===== src/rtl/cap_derive_pkg.sv =====
package cap_derive_pkg;
  typedef enum logic [2:0] {
    OP_SET_OFF  = 3'd0,
    OP_ADD_OFF  = 3'd1,
    OP_NARROW   = 3'd2,
    OP_MASK     = 3'd3,
    OP_SEAL     = 3'd4
  } op_e;

  typedef enum logic [2:0] {
    CZ_NONE    = 3'd0,
    CZ_TAG     = 3'd1,
    CZ_SEALED  = 3'd2,
    CZ_BOUNDS  = 3'd3,
    CZ_ILLEGAL = 3'd4
  } cause_e;

  localparam logic [2:0] OP_LAST_LEGAL = 3'd4;
endpackage


===== src/rtl/cap_offset_path.sv =====
module cap_offset_path #(
  parameter int AW = 64
) (
  input  logic [2:0]    op,
  input  logic [AW-1:0] off,
  input  logic [AW-1:0] opnd,
  output logic [AW-1:0] new_off
);
  import cap_derive_pkg::*;

  always_comb begin
    if (op == OP_ADD_OFF) new_off = off + opnd;
    else                  new_off = opnd;
  end
endmodule


===== src/rtl/cap_bounds_chk.sv =====
module cap_bounds_chk #(
  parameter int AW = 64
) (
  input  logic [AW-1:0] base,
  input  logic [AW-1:0] len,
  input  logic [AW-1:0] off,
  input  logic [AW-1:0] req_len,
  output logic          fits,
  output logic [AW-1:0] new_base
);
  localparam int EW = AW + 1;
  logic [EW-1:0] reach;

  always_comb begin
    reach    = {1'b0, off} + {1'b0, req_len};
    fits     = (reach <= {1'b0, len});
    new_base = base + off;
  end
endmodule


===== src/rtl/cap_fault_sel.sv =====
module cap_fault_sel (
  input  logic [2:0] op,
  input  logic       tag,
  input  logic       sealed,
  input  logic       fits,
  output logic [2:0] cause
);
  import cap_derive_pkg::*;

  always_comb begin
    if (op > OP_LAST_LEGAL)              cause = CZ_ILLEGAL;
    else if (!tag)                       cause = CZ_TAG;
    else if (sealed)                     cause = CZ_SEALED;
    else if (op == OP_NARROW && !fits)   cause = CZ_BOUNDS;
    else                                 cause = CZ_NONE;
  end
endmodule


===== src/rtl/cap_derive_unit.sv =====
module cap_derive_unit #(
  parameter int AW  = 64,
  parameter int PW  = 16,
  parameter int OTW = 24
) (
  input  logic           clk,
  input  logic           rst,
  input  logic           in_valid,
  output logic           in_ready,
  input  logic [2:0]     in_op,
  input  logic [AW-1:0]  in_opnd,
  input  logic           in_tag,
  input  logic           in_sealed,
  input  logic [OTW-1:0] in_otype,
  input  logic [PW-1:0]  in_perms,
  input  logic [AW-1:0]  in_base,
  input  logic [AW-1:0]  in_len,
  input  logic [AW-1:0]  in_off,
  output logic           out_valid,
  input  logic           out_ready,
  output logic           out_tag,
  output logic           out_sealed,
  output logic [OTW-1:0] out_otype,
  output logic [PW-1:0]  out_perms,
  output logic [AW-1:0]  out_base,
  output logic [AW-1:0]  out_len,
  output logic [AW-1:0]  out_off,
  output logic [2:0]     out_cause
);
  import cap_derive_pkg::*;

  localparam int EW = AW + 1;

  logic [AW-1:0]  n_off, n_base;
  logic           fits;
  logic [2:0]     cause;
  logic           r_tag, r_sealed;
  logic [OTW-1:0] r_otype;
  logic [PW-1:0]  r_perms;
  logic [AW-1:0]  r_base, r_len, r_off;
  logic           fire, acc_q;

  cap_offset_path #(.AW(AW)) u_off (
    .op(in_op), .off(in_off), .opnd(in_opnd), .new_off(n_off)
  );

  cap_bounds_chk #(.AW(AW)) u_bnd (
    .base(in_base), .len(in_len), .off(in_off), .req_len(in_opnd),
    .fits(fits), .new_base(n_base)
  );

  cap_fault_sel u_flt (
    .op(in_op), .tag(in_tag), .sealed(in_sealed), .fits(fits), .cause(cause)
  );

  always_comb begin
    r_tag    = in_tag;
    r_sealed = in_sealed;
    r_otype  = in_otype;
    r_perms  = in_perms;
    r_base   = in_base;
    r_len    = in_len;
    r_off    = in_off;
    if (cause != CZ_NONE) begin
      r_tag = 1'b0;
    end else begin
      case (in_op)
        OP_SET_OFF, OP_ADD_OFF: r_off = n_off;
        OP_NARROW: begin
          r_base = n_base;
          r_len  = in_opnd;
          r_off  = '0;
        end
        OP_MASK:  r_perms = in_perms & in_opnd[PW-1:0];
        OP_SEAL: begin
          r_sealed = 1'b1;
          r_otype  = in_opnd[OTW-1:0];
        end
        default: r_tag = 1'b0;
      endcase
    end
  end

  assign in_ready = !out_valid || out_ready;
  assign fire     = in_valid && in_ready;

  always_ff @(posedge clk) begin
    if (rst) begin
      out_valid <= 1'b0;
      acc_q     <= 1'b0;
      out_tag   <= 1'b0;
      out_cause <= CZ_NONE;
    end else begin
      acc_q <= fire;
      if (fire) begin
        out_valid  <= 1'b1;
        out_tag    <= r_tag;
        out_cause  <= cause;
      end else if (out_ready) begin
        out_valid  <= 1'b0;
      end
    end
  end

  always_ff @(posedge clk) begin
    if (fire) begin
      out_sealed <= r_sealed;
      out_otype  <= r_otype;
      out_perms  <= r_perms;
      out_base   <= r_base;
      out_len    <= r_len;
      out_off    <= r_off;
    end
  end

  AST_NO_WIDEN: assert property (@(posedge clk) disable iff (rst)
    acc_q && out_cause == CZ_NONE |->
      out_base >= $past(in_base) &&
      ({1'b0, out_base} + {1'b0, out_len}) <= (EW'($past(in_base)) + EW'($past(in_len))));
  AST_PERM_SUBSET: assert property (@(posedge clk) disable iff (rst)
    acc_q |-> (out_perms & ~$past(in_perms)) == '0);
  AST_FAULT_UNTAG: assert property (@(posedge clk) disable iff (rst)
    out_valid && out_cause != CZ_NONE |-> !out_tag);
  AST_UNTAGGED_STAYS: assert property (@(posedge clk) disable iff (rst)
    acc_q && !$past(in_tag) |-> !out_tag && out_cause != CZ_NONE);
  AST_SEALED_FROZEN: assert property (@(posedge clk) disable iff (rst)
    acc_q && $past(in_sealed) |-> out_cause != CZ_NONE);
  AST_HOLD_STALL: assert property (@(posedge clk) disable iff (rst)
    out_valid && !out_ready |=> out_valid && $stable(out_off) &&
      $stable(out_base) && $stable(out_cause) && $stable(out_tag));
endmodule


===== config.mk =====
export PLATFORM = sky130hd
export DESIGN_NAME = cap_derive_unit
export DESIGN_NICKNAME = d
export VERILOG_FILES = /design/src/rtl/cap_derive_pkg.sv /design/src/rtl/cap_offset_path.sv /design/src/rtl/cap_bounds_chk.sv /design/src/rtl/cap_fault_sel.sv /design/src/rtl/cap_derive_unit.sv
export SDC_FILE = /design/constraint.sdc
export NUM_CORES = 1
export LEC_CHECK = 0
export ABC_AREA = 1
export BUFFER_PORTS_ARGS = -buffer_cell sky130_fd_sc_hd__buf_4
export CAP_MARGIN = 10
export CORE_AREA = 2 2 264 266
export DETAILED_ROUTE_END_ITERATION = 10
export DIE_AREA = 0 0 266 268
export PLACE_DENSITY_LB_ADDON = 0.15
export SLEW_MARGIN = 0
export SYNTH_ARGS = -nofsm -noshare
export SYNTH_HDL_FRONTEND = slang
export SYNTH_HIERARCHICAL = 1
export SYNTH_SLANG_ARGS = --single-unit

===== constraint.sdc =====
create_clock -name clk -period 18.1 [get_ports clk]
set_clock_uncertainty 0.2 [all_clocks]
set_input_delay 3.62 -clock clk [delete_from_list [all_inputs] [get_ports clk]]
set_output_delay 3.62 -clock clk [all_outputs]
set_load 0.01 [all_outputs]

### After elaboration in Yosys (flattened, before gate mapping)

Index checks and enable logic that the tools add are counted.

| storage, ports and cells | value |
|---|---|
| bits of input ports | 305 |
| output and inout bits | 239 |
| word-level logic and storage cells | 50 |
| register bits after elaboration | 238 |

| cells by class | value |
|---|---|
| $lt $le $gt $ge | 2 |
| bitwise gates (word level) | 1 |
| add/subtract/negate cells | 3 |
| equality and inequality tests | 4 |
| reductions and logical operators | 10 |
| multiplexer cells | 21 |

Operators by type and width:

| operator | count |
|---|---|
| two-way mux 64 bit | 6 |
| adder 64 bit | 2 |
| case mux 64 bit (2 select lines) | 1 |
| adder 64 x 64 -> 65 bit | 1 |
| <= comparator 65 x 64 -> 1 bit | 1 |
| two-way mux 24 bit | 2 |
| two-way mux 16 bit | 2 |
| bitwise AND 16 bit | 1 |
| two-way mux 3 bit | 3 |
| == test 3 x 2 -> 1 bit (second input constant) | 2 |
| two-way mux 1 bit | 6 |
| OR reduction 5 bit | 1 |
| == test 3 x 1 -> 1 bit (second input constant) | 1 |
| == test 3 bit (second input constant) | 1 |
| greater-than comparator 3 bit (second input constant) | 1 |
| zero test 3 bit | 1 |
| nonzero test 3 bit | 1 |
| logical AND 1 bit | 2 |
| zero test 1 bit | 2 |
| two-way mux 2 bit | 1 |
| nonzero test 2 bit | 1 |
| OR reduction 2 bit | 1 |
| logical OR 1 bit | 1 |

### Logic depth before layout (Yosys ltp)

| logic depth | value |
|---|---|
| depth after elaboration | 10 |
| depth in mapped cells | 42 |
| gate-level depth less buffers | 40 |

### Hierarchy

The synthesis kept the hierarchy.

By module, submodules not included:

| module | cells an instance | instances | area each (µm²) | sequential area each (µm²) |
|---|---|---|---|---|
| cap_derive_unit | 980 | 1 | 10279.9 | 7096.8 |
| cap_bounds_chk | 1785 | 1 | 10198.5 | 0.0 |
| cap_offset_path | 1423 | 1 | 6543.8 | 0.0 |
| cap_fault_sel | 11 | 1 | 52.6 | 0.0 |

### Worst setup path before layout

OpenSTA, ideal clock, no wires.

| path | value |
|---|---|
| path type | input -> register |
| from | in in_valid |
| to | reg out_tag |
| slack | 2.016 ns |
| data arrival time | 15.783 ns |
| stages | 4 |
| setup time | 0.101 ns |
| buffers on the path | 0 |
| data required time | 17.799 ns |
| path through | inv_1 > a21oi_1 > o21ai_0 > nor2_1 |

| between the ends | value |
|---|---|
| longest elaborated chain between the ends | 1 |

RTL lines:

| element | line | source |
|---|---|---|
| start: declaration | cap_derive_unit.sv:8 | `input logic in_valid,` |
| logical AND 1 bit | cap_derive_unit.sv:85 | `assign fire = in_valid && in_ready;` |
| named net fire | cap_derive_unit.sv:41 | `logic fire, acc_q;` |
| end signal: assignment | cap_derive_unit.sv:97 | `out_tag <= r_tag;` |
| end: declaration | cap_derive_unit.sv:21 | `output logic out_tag,` |

The timed path passes the listed nets, and every way through them passes these cells.
A chain may end at the register's enable or synchronous reset.

### Worst setup path after layout

| path | value |
|---|---|
| from | in in_off[0] |
| to | reg out_len[20] (data pin) |

| between the ends | value |
|---|---|
| longest elaborated chain between the ends | 10 |

RTL lines:

| element | line | source |
|---|---|---|
| start: declaration | cap_derive_unit.sv:18 | `input logic [AW-1:0] in_off,` |
| adder 64 x 64 -> 65 bit | cap_bounds_chk.sv:15 | `reach = {1'b0, off} + {1'b0, req_len};` |
| <= comparator 65 x 64 -> 1 bit | cap_bounds_chk.sv:16 | `fits = (reach <= {1'b0, len});` |
| named net fits | cap_derive_unit.sv:35 | `logic fits;` |
| zero test 1 bit | cap_fault_sel.sv:14 | `else if (op == OP_NARROW && !fits) cause = CZ_BOUNDS;` |
| logical AND 1 bit | cap_fault_sel.sv:14 |  |
| two-way mux 2 bit | cap_fault_sel.sv:14 |  |
| two-way mux 3 bit | cap_fault_sel.sv:13 | `else if (sealed) cause = CZ_SEALED;` |
| two-way mux 3 bit | cap_fault_sel.sv:12 | `else if (!tag) cause = CZ_TAG;` |
| two-way mux 3 bit | cap_fault_sel.sv:11 | `if (op > OP_LAST_LEGAL) cause = CZ_ILLEGAL;` |
| named net cause[0] | cap_derive_unit.sv:36 | `logic [2:0] cause;` |
| nonzero test 3 bit | cap_derive_unit.sv:64 | `if (cause != CZ_NONE) begin` |
| two-way mux 64 bit | cap_derive_unit.sv:64 |  |
| named net r_len[20] | cap_derive_unit.sv:40 | `logic [AW-1:0] r_base, r_len, r_off;` |
| end signal: assignment | cap_derive_unit.sv:111 | `out_len <= r_len;` |
| end: declaration | cap_derive_unit.sv:26 | `output logic [AW-1:0] out_len,` |

The timed path passes the listed nets, and every way through them passes these cells.

==> flow_summary.json <==
{
  "critical_path_top_delay_cell": "nand2_8",
  "ctsRootBufferMaster": "clkbuf_16",
  "placeableCoreArea_sq_mm": 0.0682,
  "netlist.area_leader.share": 0.258,
  "setup.worst_path.end_class": "flip-flop",
  "crit_path_max_incr_delay_ns": 0.92,
  "die_h_microns": 268,
  "grt_first_pass_wirelength_microns": 189000,
  "peakVddDrop_mv": 0.0793,
  "post_route_cells_drive_above_1_share": 0.152,
  "timing_worst_slew_pin_value_ns": 1.15,
  "std_cell_rows": 96,
  "finalCriticalPeriod_ns": 10.13,
  "clkLatencyLatePin_ns": 0.62,
  "final_max_slew_viol_count": 0,
  "cap_violations": 0,
  "vias": 30972,
  "avgSynthCellArea_sq_um": 6.45,
  "top_layer_used": "met5",
  "clock_sinks": 238,
  "path_class": "primary input to flip-flop",
  "ant_nets": 0,
  "min_period_over_period": 0.559,
  "yosysMostFrequentCell": "nand2_1",
  "cts_max_level": 1,
  "dr.pass1.iters": 7,
  "tritoncts": "yes",
  "unrepaired_setup_endpoints_after_global_routing": "no",
  "final_nets": 5272,
  "dieArea_sq_mm": 0.0713,
  "met3_length_microns": 14100,
  "wl_met2_microns": 57100,
  "groute.usage.overall": 0.361,
  "synth_area_leader": "edfxtp_1",
  "synth_enable_flop_cells": 233,
  "initial_utilization": 0.397,
  "timing.hold.worst.class": "flip-flop to flip-flop",
  "max_freq_mhz": 98.8,
  "cts_made_buffers": 31,
  "crit_fanout": 161,
  "cts_hold_buf": 0,
  "drc": 0,
  "route.final.wire_length_microns": 133000,
  "die_width_microns": 266,
  "power_density_mw_per_mm2": 68.3,
  "number_of_endpoints_with_negative_hold_slack_in_the_final_report": 0,
  "timing.max_slew.rel_slack": 0.233,
  "cts.path.max_buffers": 3,
  "via_per_inst": 5.51,
  "worst_setup_path_start_kind": "primary input",
  "post_synth_main_area_contributors": "edfxtp_1, nand2_1, ha_1",
  "grt_start_max_net_pins": 169,
  "post_cts.resized_instances": 0,
  "number_of_global_route_vias_before_repair": 28945,
  "yosys_register_bits": 238,
  "drt_iter0_drc": 3902,
  "clkSlewWorstSetupHoldPaths_ns": 0.06,
  "ys_async_sr_fraction": 0,
  "synth_top_cells_by_count": "nand2_1, inv_1, nor2_1",
  "syn_nets": 4761,
  "grt_overflow_total": 0,
  "timing.critical_path.arrival_ns": 10.27,
  "worstPathRequired_ns": 18.24,
  "timing.setup.tns_ns": 0,
  "crit_top_cell": "nand2_1",
  "design.portCount": 544,
  "ys.flop_type": "edfxtp_1",
  "initial_antenna_violation_count": 7,
  "drt-met1-wl_microns": 58000,
  "hpwlAfterDp_microns": 111000,
  "synth.lib_cells_used.distinct": 53,
  "syn-cell-area_sq_mm": 0.0271,
  "ys.warnings.count": 6,
  "setup_violating_endpoint_count_in_the_final_report": 0,
  "port_buffers": 543,
  "post_cts_setup_repair_bufs": 0,
  "ys_seq_area_frac": 0.262,
  "detail_route.wl_per_cell_microns": 23.7,
  "syn-instance-count": 4199,
  "status": "finished, final reports clean",
  "synthToLayoutAreaGrowth_pct": 22.2,
  "routabilityCongestion": 1.04,
  "fin_worst_hold_slack_ns": 0.301,
  "p_leak_nw": 17.1,
  "power_w": 0.00226
}
through the flow:
| step | std cells | setup slack (ns) | cell area, sq um | util |
|---|---|---|---|---|
| 4_1_cts | 5615 | 8.08 | 33100 | 0.485 |
| 3_3_place_gp | 5559 | 7.51 | 32100 | 0.470 |
| 6_report | 5617 | 7.97 | 33100 | 0.485 |
| 3_5_place_dp | 5559 | 7.45 | 32100 | 0.470 |
| 2_1_floorplan | 4199 | 2.02 | 27100 | - |
| 5_1_grt | 5616 | 7.44 | 33100 | 0.485 |
critical path: cells and delay by family:
| kind | cells | cell delay, ns |
|---|---|---|
| simple gates | 24 | 3.23 |
| xor+xnor | 1 | 0.12 |
| compound gates | 4 | 0.76 |
| fa+ha+maj | 3 | 0.93 |
| buf+inv | 5 | 1.41 |
cells by family (layout without fill, tap and decap cells):
kind of cell,Yosys count,in the layout,share of synthesized area
other,0,2,0
AND/OR/NAND/NOR,2251,2251,0.347
adder cells (fa/ha/maj),257,257,0.120
flip-flops,238,238,0.262
XOR/XNOR,146,146,0.0472
AO/OA/AOI/OAI,583,583,0.122
buffers and inverters,724,1258,0.102
final cells by class:
cell class              count  area, sq um
inverters                 647         2430
clock inverters            21          223
fillers                  7278        35100
diodes                      2         5.00
well taps                 882         1100
flip-flops and latches    238         7100
clock buffers              35          791
repair buffers            555         4190
multi-input cells        3237        17200
placed cells by master, fill, tap and decap left out, types with 18 or more instances in the layout:
cell type / Yosys / routed
edfxtp_1: 233 / 233
o21ai_0: 172 / 172
o21ai_1: 18 / 18
nor3_1: 29 / 29
a31oi_1: 33 / 33
a21boi_0: 18 / 18
xnor2_1: 69 / 69
nand2_1: 1427 / 1427
inv_1: 626 / 625
nor2_2: 24 / 24
clkbuf_16: 0 / 31
nand4_1: 28 / 28
nand3_1: 321 / 321
ha_1: 254 / 254
xor2_1: 77 / 77
nor2_1: 344 / 344
buf_4: 0 / 553
a21oi_1: 255 / 254
power by group:
part / leakage [nW] / internal [W] / switching (W)
Clock: 0.491 / 0.000369 / 0.000276
Sequential: 2.30 / 0.000655 / 0.0000204
Combinational: 14.3 / 0.000322 / 0.000617
layer usage:
| layer | global-route usage | vias up |
|---|---|---|
| met3 | 0.0695 | 217 |
| met4 | 0.104 | 4 |
| met5 | 0 | - |
| met2 | 0.558 | 1594 |
| li1 | - | 14642 |
| met1 | 0.509 | 14515 |
final timing paths:
check               start           end  slack, ns  cells after the start
min reg2reg  out_cause[2]  out_cause[2]       0.30                      2
min          out_cause[2]  out_cause[2]       0.30                      2
max reg2reg     out_valid  out_base[25]      15.28                      3
max             in_off[0]   out_len[20]       7.97                     37
registers in the layout, indices dropped and copies added, names as in the netlist:
register	flops
out_valid	1
out_cause	3
out_sealed	1
out_perms	16
out_otype	24
out_base	64
out_off	64
out_len	64
out_tag	1
No activity file was read; power rests on OpenSTA's default activity.
